<file path="src/rtl/rtc_sa_pkg.sv">
package rtc_sa_pkg;
  localparam int ADDR_W = 6;
  localparam int DATA_W = 32;

  localparam logic [ADDR_W-1:0] OFF_CTRL   = 6'h00;
  localparam logic [ADDR_W-1:0] OFF_SECS   = 6'h04;
  localparam logic [ADDR_W-1:0] OFF_ALARM  = 6'h08;
  localparam logic [ADDR_W-1:0] OFF_SCR    = 6'h34;
  localparam logic [ADDR_W-1:0] OFF_UNLOCK = 6'h3C;

  localparam logic [DATA_W-1:0] UNLOCK_KEY = 32'h0000_A55A;

  localparam int B_READY = 7;
  localparam int B_TFLAG = 6;
  localparam int B_TIE   = 5;
  localparam int B_AFLAG = 4;
  localparam int B_AIE   = 3;
  localparam int B_AEN   = 2;
  localparam int B_RUN   = 0;
  localparam int B_UNLK  = 31;

  // next second, wrapping at the top of the 32-bit range
  function automatic logic [DATA_W-1:0] sec_step(input logic [DATA_W-1:0] s);
    return s + 32'd1;
  endfunction

  function automatic logic irq_calc(input logic tf, input logic tie,
                                    input logic af, input logic aie);
    return (tf & tie) | (af & aie);
  endfunction

  function automatic logic [DATA_W-1:0] ctrl_pack(input logic rdy, input logic tf,
                                                  input logic tie, input logic af,
                                                  input logic aie, input logic aen,
                                                  input logic run);
    logic [DATA_W-1:0] v;
    v = '0;
    v[B_READY] = rdy;
    v[B_TFLAG] = tf;
    v[B_TIE]   = tie;
    v[B_AFLAG] = af;
    v[B_AIE]   = aie;
    v[B_AEN]   = aen;
    v[B_RUN]   = run;
    return v;
  endfunction
endpackage

</file>
<file path="src/rtl/rtc_prescaler.sv">
module rtc_prescaler #(
  parameter int DIV = 32768
) (
  input  logic clk,
  input  logic rst_n,
  input  logic run,
  input  logic tick,
  output logic strobe
);
  localparam int CW = (DIV > 2) ? $clog2(DIV) : 1;
  localparam logic [CW-1:0] LAST = CW'(DIV - 1);

  logic [CW-1:0] cnt_q;

  assign strobe = run & tick & (cnt_q == LAST);

  always_ff @(posedge clk or negedge rst_n) begin
    if (!rst_n)          cnt_q <= '0;
    else if (!run)       cnt_q <= '0;
    else if (tick)       cnt_q <= (cnt_q == LAST) ? '0 : cnt_q + 1'b1;
  end
endmodule

</file>
<file path="src/rtl/rtc_wr_gate.sv">
module rtc_wr_gate
  import rtc_sa_pkg::*;
#(
  parameter int WR_BUSY = 4
) (
  input  logic              clk,
  input  logic              rst_n,
  input  logic              wr,
  input  logic [ADDR_W-1:0] addr,
  input  logic [DATA_W-1:0] wdata,
  output logic              ready,
  output logic              unlocked,
  output logic              accept
);
  localparam int BW = $clog2(WR_BUSY + 1);
  localparam logic [BW-1:0] BUSY_LOAD = BW'(WR_BUSY);

  logic [BW-1:0] busy_q;
  logic          unlk_q;
  logic          key_hit;

  assign ready    = (busy_q == '0);
  assign unlocked = unlk_q;
  assign key_hit  = wr & ready & (addr == OFF_UNLOCK) & (wdata == UNLOCK_KEY);
  assign accept   = wr & ready & unlk_q & (addr != OFF_UNLOCK);

  always_ff @(posedge clk or negedge rst_n) begin
    if (!rst_n)         busy_q <= '0;
    else if (accept)    busy_q <= BUSY_LOAD;
    else if (!ready)    busy_q <= busy_q - 1'b1;
  end

  always_ff @(posedge clk or negedge rst_n) begin
    if (!rst_n)         unlk_q <= 1'b0;
    else if (accept)    unlk_q <= 1'b0;
    else if (key_hit)   unlk_q <= 1'b1;
  end
endmodule

</file>
<file path="src/rtl/rtc_time_core.sv">
module rtc_time_core
  import rtc_sa_pkg::*;
(
  input  logic              clk,
  input  logic              rst_n,
  input  logic              accept,
  input  logic [ADDR_W-1:0] addr,
  input  logic [DATA_W-1:0] wdata,
  input  logic              strobe,
  output logic [DATA_W-1:0] secs,
  output logic [DATA_W-1:0] alarm,
  output logic [DATA_W-1:0] scratch,
  output logic              tflag,
  output logic              tie,
  output logic              aflag,
  output logic              aie,
  output logic              aen,
  output logic              run,
  output logic              sec_wr,
  output logic              alarm_hit
);
  logic              ctrl_wr, alarm_wr, scr_wr;
  logic              sec_upd;
  logic [DATA_W-1:0] sec_nxt;

  assign ctrl_wr  = accept & (addr == OFF_CTRL);
  assign sec_wr   = accept & (addr == OFF_SECS);
  assign alarm_wr = accept & (addr == OFF_ALARM);
  assign scr_wr   = accept & (addr == OFF_SCR);

  assign sec_upd   = sec_wr | strobe;
  assign sec_nxt   = sec_wr ? wdata : sec_step(secs);
  assign alarm_hit = aen & sec_upd & (sec_nxt == alarm);

  always_ff @(posedge clk or negedge rst_n) begin
    if (!rst_n)        secs <= '0;
    else if (sec_upd)  secs <= sec_nxt;
  end

  always_ff @(posedge clk or negedge rst_n) begin
    if (!rst_n) begin
      alarm   <= '0;
      scratch <= '0;
    end else begin
      if (alarm_wr) alarm   <= wdata;
      if (scr_wr)   scratch <= wdata;
    end
  end

  always_ff @(posedge clk or negedge rst_n) begin
    if (!rst_n) begin
      tie <= 1'b0;
      aie <= 1'b0;
      aen <= 1'b0;
      run <= 1'b0;
    end else if (ctrl_wr) begin
      tie <= wdata[B_TIE];
      aie <= wdata[B_AIE];
      aen <= wdata[B_AEN];
      run <= wdata[B_RUN];
    end
  end

  // set beats clear; a written 1 keeps the flag
  always_ff @(posedge clk or negedge rst_n) begin
    if (!rst_n) begin
      tflag <= 1'b0;
      aflag <= 1'b0;
    end else begin
      if (strobe)                         tflag <= 1'b1;
      else if (ctrl_wr && !wdata[B_TFLAG]) tflag <= 1'b0;
      if (alarm_hit)                      aflag <= 1'b1;
      else if (ctrl_wr && !wdata[B_AFLAG]) aflag <= 1'b0;
    end
  end
endmodule

</file>
<file path="src/rtl/rtc_sec_alarm.sv">
module rtc_sec_alarm
  import rtc_sa_pkg::*;
#(
  parameter int DIV     = 32768,
  parameter int WR_BUSY = 4
) (
  input  logic              clk,
  input  logic              rst_n,
  input  logic              tick_i,
  input  logic              wr_i,
  input  logic [ADDR_W-1:0] addr_i,
  input  logic [DATA_W-1:0] wdata_i,
  output logic [DATA_W-1:0] rdata_o,
  output logic              irq_o
);
  logic              ready, unlocked, accept, strobe;
  logic [DATA_W-1:0] secs, alarm, scratch;
  logic              tflag, tie, aflag, aie, aen, run;
  logic              sec_wr, alarm_hit;

  rtc_wr_gate #(.WR_BUSY(WR_BUSY)) u_gate (
    .clk(clk), .rst_n(rst_n), .wr(wr_i), .addr(addr_i), .wdata(wdata_i),
    .ready(ready), .unlocked(unlocked), .accept(accept)
  );

  rtc_prescaler #(.DIV(DIV)) u_presc (
    .clk(clk), .rst_n(rst_n), .run(run), .tick(tick_i), .strobe(strobe)
  );

  rtc_time_core u_core (
    .clk(clk), .rst_n(rst_n), .accept(accept), .addr(addr_i), .wdata(wdata_i),
    .strobe(strobe), .secs(secs), .alarm(alarm), .scratch(scratch),
    .tflag(tflag), .tie(tie), .aflag(aflag), .aie(aie), .aen(aen), .run(run),
    .sec_wr(sec_wr), .alarm_hit(alarm_hit)
  );

  always_comb begin
    unique case (addr_i)
      OFF_CTRL:   rdata_o = ctrl_pack(ready, tflag, tie, aflag, aie, aen, run);
      OFF_SECS:   rdata_o = secs;
      OFF_ALARM:  rdata_o = alarm;
      OFF_SCR:    rdata_o = scratch;
      OFF_UNLOCK: rdata_o = {unlocked, {(DATA_W-1){1'b0}}};
      default:    rdata_o = '0;
    endcase
  end

  assign irq_o = irq_calc(tflag, tie, aflag, aie);
endmodule

</file>
<file path="config.mk">
export PLATFORM = sky130hd
export DESIGN_NAME = rtc_sec_alarm
export DESIGN_NICKNAME = d
export VERILOG_FILES = /design/src/rtl/rtc_sa_pkg.sv /design/src/rtl/rtc_prescaler.sv /design/src/rtl/rtc_wr_gate.sv /design/src/rtl/rtc_time_core.sv /design/src/rtl/rtc_sec_alarm.sv
export SDC_FILE = /design/constraint.sdc
export NUM_CORES = 1
export LEC_CHECK = 0
export BUFFER_PORTS_ARGS = -buffer_cell sky130_fd_sc_hd__clkbuf_2
export CAP_MARGIN = 10
export CORE_MARGIN = 2
export CORE_UTILIZATION = 65
export DETAILED_ROUTE_END_ITERATION = 7
export HOLD_SLACK_MARGIN = 0.15
export PLACE_DENSITY = 0.87
export SYNTH_ARGS = -nofsm -noshare
export SYNTH_HDL_FRONTEND = slang
export SYNTH_SLANG_ARGS = --single-unit
</file>
<file path="constraint.sdc">
create_clock -name clk -period 5.13 [get_ports clk]
set_input_delay 0.2565 -clock clk [delete_from_list [all_inputs] [get_ports clk]]
set_output_delay 0.2565 -clock clk [all_outputs]
set_load 0.05 [all_outputs]
</file>
# Yosys cells after proc, flatten, opt, wreduce, memory -nomap -nowiden
# Index checks and enable logic that the tools add are counted.
# word_totals
ff_bits,121
in_bits,42
out_inout_bits,33
word_cells,64
# op_classes
n_addsub,3
n_eq_ne,10
muxes,13
n_bitwise,17
reduce_logical,9
# ops
cell,n
$pmux W32 S5,1
$mux W15,3
$add A32 B1 Y32 const B,1
$eq A32 B16 Y1 const B,1
$eq A32 B32 Y1,1
$mux W32,1
$add A15 B1 Y15 const B,1
$and A1 B1 Y1,15
$eq A15 B15 Y1 const B,1
$eq A6 B6 Y1 const B,2
$eq A6 B3 Y1 const B,1
$eq A6 B4 Y1 const B,1
$logic_not A6 Y1,1
$mux W1,6
$mux W3,2
$ne A6 B6 Y1 const B,1
$reduce_bool A2 Y1,3
$logic_not A3 Y1,1
$sub A3 B1 Y3 const B,1
$logic_and A1 B1 Y1,2
$logic_not A1 Y1,2
$ne A2 B1 Y1 const B,1
$ne A2 B2 Y1 const B,1
$or A1 B1 Y1,2

# Logic depth before layout (Yosys ltp)
# logic_depth
ltp_word,9
ltp_mapped,13
depth_no_buf,10

# Hierarchy
# Synthesis repeated with hierarchy kept, for this count alone.
# unflattened
hier_cells,846
area_unflattened_um2,8187.9
# modules_own_cells
module,n_inst,cells_each,area_per_inst_um2,seq_area_each_um2
rtc_time_core,1,609,6025.8,2552.4
rtc_sec_alarm,1,106,933.4,0.0
rtc_prescaler,1,96,882.1,375.4
rtc_wr_gate,1,35,346.6,100.1

# Least setup slack after synthesis
# OpenSTA, ideal clock, no wires.
# synth_timing
path_type,input to register
startpoint,input port addr_i[5]
endpoint,register u_core.aflag
setup_time_ns,0.095
arrival_ns,3.184
required_time_ns,5.035
setup_slack_ns,1.850
path_stages,9
n_path_buf,1
path_cell_list,or4_4 > or3_1 > buf_6 > mux2i_4 > xnor2_1 > or4_1 > or4_1 > or4_1 > o31ai_1
# synth_via
elab_chain_len,7
elab_cells_between_ends,14
classes_between,eq/ne: 3; mux: 2; bitwise: 6; reduce/logical: 3
# synth_rtl
item,line_no,text
"start, declared",rtc_sec_alarm.sv:11,"input logic [ADDR_W-1:0] addr_i,"
$ne A6 B6 Y1,rtc_wr_gate.sv:25,assign accept = wr & ready & unlk_q & (addr != OFF_UNLOCK);
$and A1 B1 Y1,rtc_wr_gate.sv:25,
$and A1 B1 Y1,rtc_time_core.sv:27,assign sec_wr = accept & (addr == OFF_SECS);
$mux W32 / $or A1 B1 Y1 (equally long branches),"rtc_time_core.sv:32, rtc_time_core.sv:31",
$eq A32 B32 Y1 / $and A1 B1 Y1 (equally long branches),rtc_time_core.sv:33,assign alarm_hit = aen & sec_upd & (sec_nxt == alarm);
$and A1 B1 Y1,rtc_time_core.sv:33,
$mux W1 / $reduce_bool A2 Y1 (equally long branches),--,
"end signal, assigned",rtc_time_core.sv:68,aflag <= 1'b0;
"end signal, assigned",rtc_time_core.sv:72,if (alarm_hit) aflag <= 1'b1;
"end signal, assigned",rtc_time_core.sv:73,else if (ctrl_wr && !wdata[B_AFLAG]) aflag <= 1'b0;
"end, declared",rtc_time_core.sv:15,"output logic aflag,"
# Several ways; a longest one is shown, not always the timed one.
# A chain may end at the register's enable or synchronous reset.

# Final worst setup path
# layout_timing
startpoint,register u_gate.busy_q[0]
endpoint,register u_core.aflag
# layout_via
elab_chain_len,9
elab_cells_between_ends,14
classes_between,eq/ne: 1; mux: 2; bitwise: 8; reduce/logical: 3
# layout_rtl
item,line_no,text
"start, declared",rtc_wr_gate.sv:18,logic [BW-1:0] busy_q;
"start signal, assigned",rtc_wr_gate.sv:30,else if (!ready) busy_q <= busy_q - 1'b1;
$logic_not A3 Y1 (*),rtc_wr_gate.sv:22,assign ready = (busy_q == '0);
$and A1 B1 Y1 (*) (3 in series),rtc_wr_gate.sv:25,
$and A1 B1 Y1,rtc_time_core.sv:27,
$mux W32 / $or A1 B1 Y1 (equally long branches),"rtc_time_core.sv:32, rtc_time_core.sv:31",
$eq A32 B32 Y1 / $and A1 B1 Y1 (equally long branches),rtc_time_core.sv:33,
$and A1 B1 Y1,rtc_time_core.sv:33,
$mux W1 / $reduce_bool A2 Y1 (equally long branches),--,
# Every way passes the cells marked *; elsewhere a longest branch is shown, timed or not.

==> impl_results.md <==
* Achievable Freq at approximately 260 MHz
* Adder and majority cell fraction of the synthesized area at 0.658%
* Detailed-route via count at 6972
* Areal power density over the cells at 264 nW/um^2
* Highest-count cells in the layout ignoring fill and taps: sky130_fd_sc_hd__dfrtp_1, sky130_fd_sc_hd__clkbuf_2, sky130_fd_sc_hd__nand2_1
* Final standard cell area without fillers at 8840 um^2
* Final hold violations at 0
* Worst-case vdd ir drop at 0.000368 V
* XOR/XNOR Fraction of Synth Area at 10.7%
* Setup repair bufs after CTS at 0
* Kind of launch point of the worst setup path: flop
* Total Negative Setup Slacks at 0 ns
* Iter 0 DRT Violations at 892
* Share of cells above drive strength 1 at 21.5%
* Detailed-route vias per instance at 6.70
* Result of the run: finished, violations left
* Clk buf depth at 2
* Maximum level of the CTS H-tree at 4
* Number of instances in the synthesized netlist at 821
* Post-detailed-route count of antenna-violating nets at 0
* Relative slew slack at 44.0%
* Part of the cycle the worst path needs at between 70% and 80%
* Storage cell area at 3030 um^2
* Final RePlAce weighted congestion at between 0.9 and 1
* Most common cell after layout, fill and taps aside: sky130_fd_sc_hd__dfrtp_1
* Biggest area contributors in the synthesized netlist: sky130_fd_sc_hd__dfrtp_1, sky130_fd_sc_hd__mux2_2, sky130_fd_sc_hd__xnor2_1, sky130_fd_sc_hd__nand2_1, sky130_fd_sc_hd__xor2_1
* Diodes inserted at 0
* Detailed-route wire length per cell at between 20 and 25 um
* Clock latency reported for the late side of the worst-skew pair at 0.43 ns
* Remaining global-route overflow at 0
* Area growth from synthesis to layout at 16.2%
* # clock sinks at 121
* Cts bufs inserted at 17
* Worst clock skew at around 0.0076 ns
* Initial Util at between 60% and 70%
* Largest driver fanout on the critical path at 19
* DR DRC count at 11
* Share of the yosys chip area belonging to registers at 39.8%
* First-pass GRT wire length at ~37000 um
* Largest family of logic cells by synthesized area: simple AND/OR/NAND/NOR gates
* Total nets after synthesis at 867
* Floorplan row count at 39
* Post-detailed-placement half-perimeter wirelength at 15800 um
* Unrepaired setup endpoints after global routing: false
* Final wirelength at roughly 23000 um
* Pin count of the biggest net entering global routing at 63
* Arrival time worst endpoint at 4.20 ns
* Kind of end point of the critical path: flop
* Final critical delay including setup and external delays at 3.86 ns
* Overall fraction of global-route tracks in use at 37.7%
* Setup slack on the worst flop-to-flop path at 1.27 ns
* Compound-Gate Fraction of Synth Area at 13.3%
* Filler cell count at 780
* Combined area of the multi-input logic cells at 4230 um^2
* Failing checks: DRC
* EDFF count, synth at 0
* Flop and latch count out of synthesis at between 100 and 150
* Final Setup Violations at 0
* CTS tree: done
* Die outline area at 12600 um^2
* Fraction of synthesis flops using an asynchronous set or reset pin at 100%
* Count of placed standard cells in the final layout, fillers left out at about 1000
* Largest area contributor in the netlist: sky130_fd_sc_hd__dfrtp_1
* Post-layout net count at 931
* Number of search-and-repair iterations in the first detailed-routing pass at 8
* Placed Instances at 990
* Static leakage at 4.01 nW
* Transition at the pin with the smallest max-transition slack at approximately 0.83 ns
* Clock root buffer: sky130_fd_sc_hd__clkbuf_16
* Cell area after synthesis at 7610 um^2
* CTS clock-pin slew for the worst setup and hold paths at 0.06 ns
* Number of synthesis warnings at 0
* Simple-gate share of the synthesized area at 19.4%
* Count of input and output buffers at 74
* Number of max-cap violations at 0
* Vertical die dimension at 112 um
* I/O pins at 75
* Final worst hold slack at 0.169 ns
* Post-Place Worst Slack at between 1 and 1.5 ns
* Syn_area_per_cell at 9.27 um^2
* Area inside the core boundary at 11400 um^2
* Category of the most critical setup path: reg2reg
* Overall die width at 112 um
* Path type of the worst min-delay path: in2reg
* Multiplexer fraction of the synthesized cell area at between 10% and 20%
* Final WS setup at ~1.3 ns
* Via count of the first global-routing pass at 6707
* Placed Instance Area at 8030 um^2
* Antenna violations before repair at 0
* Required @ worst endpoint at 5.47 ns
* Commonest register cell after synthesis: sky130_fd_sc_hd__dfrtp_1
* Cell variety after synth at 56
* Number of max-slew violations in the final report at 0
* Area share of the leading cell type in the synthesized netlist at 39.8%
-- metal layers --
layer  track usage (%)  share of wire [%]  routed length [um]
met1              53.9                 42                9540
met2              58.6                 47               10800
met3              7.88                9.2                2120
met4              11.0                1.8                 419
met5                 0                  0                   0
-- what timing repair did --
action | in CTS | in global routing
resized for setup | 0 | 0
hold endpoints to repair | 89 | 0
hold buffers | 19 | 0
setup endpoints to repair | 0 | 0
-- cell families after synthesis --
kind of cell	Yosys count
AOI/OAI and AO/OA	141
xor gates and xnor gates	93
buffers and inverters	95
adders and majority gates	4
and+or+nand+nor	290
DFF	121
muxes	77
-- where the power goes --
part           total [mW]  internal, mW    switching, mW
clock                1.28         0.836            0.449
combinational      0.0930        0.0313           0.0617
sequential          0.955         0.955  0.0000000000602
-- synth_stat cells, types with 5 or more instances --
cell type and instances:
sky130_fd_sc_hd__a21oi_1 23, sky130_fd_sc_hd__a221o_1 8, sky130_fd_sc_hd__a222oi_1 24, sky130_fd_sc_hd__and3_1 15
sky130_fd_sc_hd__and4_1 5, sky130_fd_sc_hd__buf_1 12, sky130_fd_sc_hd__clkbuf_1 46, sky130_fd_sc_hd__dfrtp_1 121
sky130_fd_sc_hd__inv_1 36, sky130_fd_sc_hd__mux2_2 66, sky130_fd_sc_hd__mux2i_1 10, sky130_fd_sc_hd__nand2_1 69
sky130_fd_sc_hd__nand2b_1 7, sky130_fd_sc_hd__nand3_1 26, sky130_fd_sc_hd__nand4_1 29, sky130_fd_sc_hd__nor2_1 61
sky130_fd_sc_hd__nor2b_1 8, sky130_fd_sc_hd__nor3_1 24, sky130_fd_sc_hd__nor4_1 14, sky130_fd_sc_hd__o21ai_0 38
sky130_fd_sc_hd__o31ai_1 8, sky130_fd_sc_hd__or3_1 7, sky130_fd_sc_hd__or4_1 7, sky130_fd_sc_hd__xnor2_1 65
sky130_fd_sc_hd__xor2_1 28
-- layout make-up --
cell class / instances / share of cell area (%)
Multi-Input combinational cell: 605 / 47.8
Sequential cell: 121 / 34.2
Timing Repair Buffer: 104 / 7.30
Clock buffer: 20 / 5.16
Tap cell: 143 / 2.02
Clock inverter: 12 / 1.94
Inverter: 36 / 1.53
-- state kept, by name, summed over array words and instances (netlist names), 3 cells and up --
signal / cells
u_core.alarm: 32
u_core.scratch: 32
u_core.secs: 32
u_gate.busy_q: 3
u_presc.cnt_q: 15
-- stage by stage --
stage / power [mW] / utilization [%]
final: 2.33 / 77.4
after global routing: 2.38 / 77.4
after CTS: 2.33 / 77.4
after detailed placement: 1.05 / 70.3
after global placement: 1.05 / 70.3
after floorplan: 0.990 / -
-- worst paths after layout --
| check | from | end | cells after the start |
|---|---|---|---|
| worst min-delay path | wdata_i[24] | u_core.scratch[24]$_DFFE_PN0P_ | 2 |
| worst min register to register | u_presc.cnt_q[7]$_DFFE_PN0P_ | u_presc.cnt_q[7]$_DFFE_PN0P_ | 1 |
| max in group asynchronous | rst_n | u_core.secs[22]$_DFFE_PN0N_ | 3 |
| worst max register to register | u_gate.busy_q[0]$_DFFE_PN0P_ | u_core.aflag$_DFFE_PN0P_ | 10 |
| worst max-delay path | u_gate.busy_q[0]$_DFFE_PN0P_ | u_core.aflag$_DFFE_PN0P_ | 10 |
| min in group asynchronous | rst_n | u_core.alarm[5]$_DFFE_PN0P_ | 2 |
-- critical path: stages (launching register included) --
cell and delay, ns:
sky130_fd_sc_hd__dfrtp_1 0.36, sky130_fd_sc_hd__inv_1 0.11, sky130_fd_sc_hd__ha_1 0.22, sky130_fd_sc_hd__nand4b_1 0.21
sky130_fd_sc_hd__or3_1 0.69, sky130_fd_sc_hd__nor2_1 0.31, sky130_fd_sc_hd__o22ai_1 0.13, sky130_fd_sc_hd__or4_1 0.49
sky130_fd_sc_hd__or4_1 0.50, sky130_fd_sc_hd__or4_1 0.51, sky130_fd_sc_hd__o31ai_1 0.24
Power figures use the tool's default switching activity.
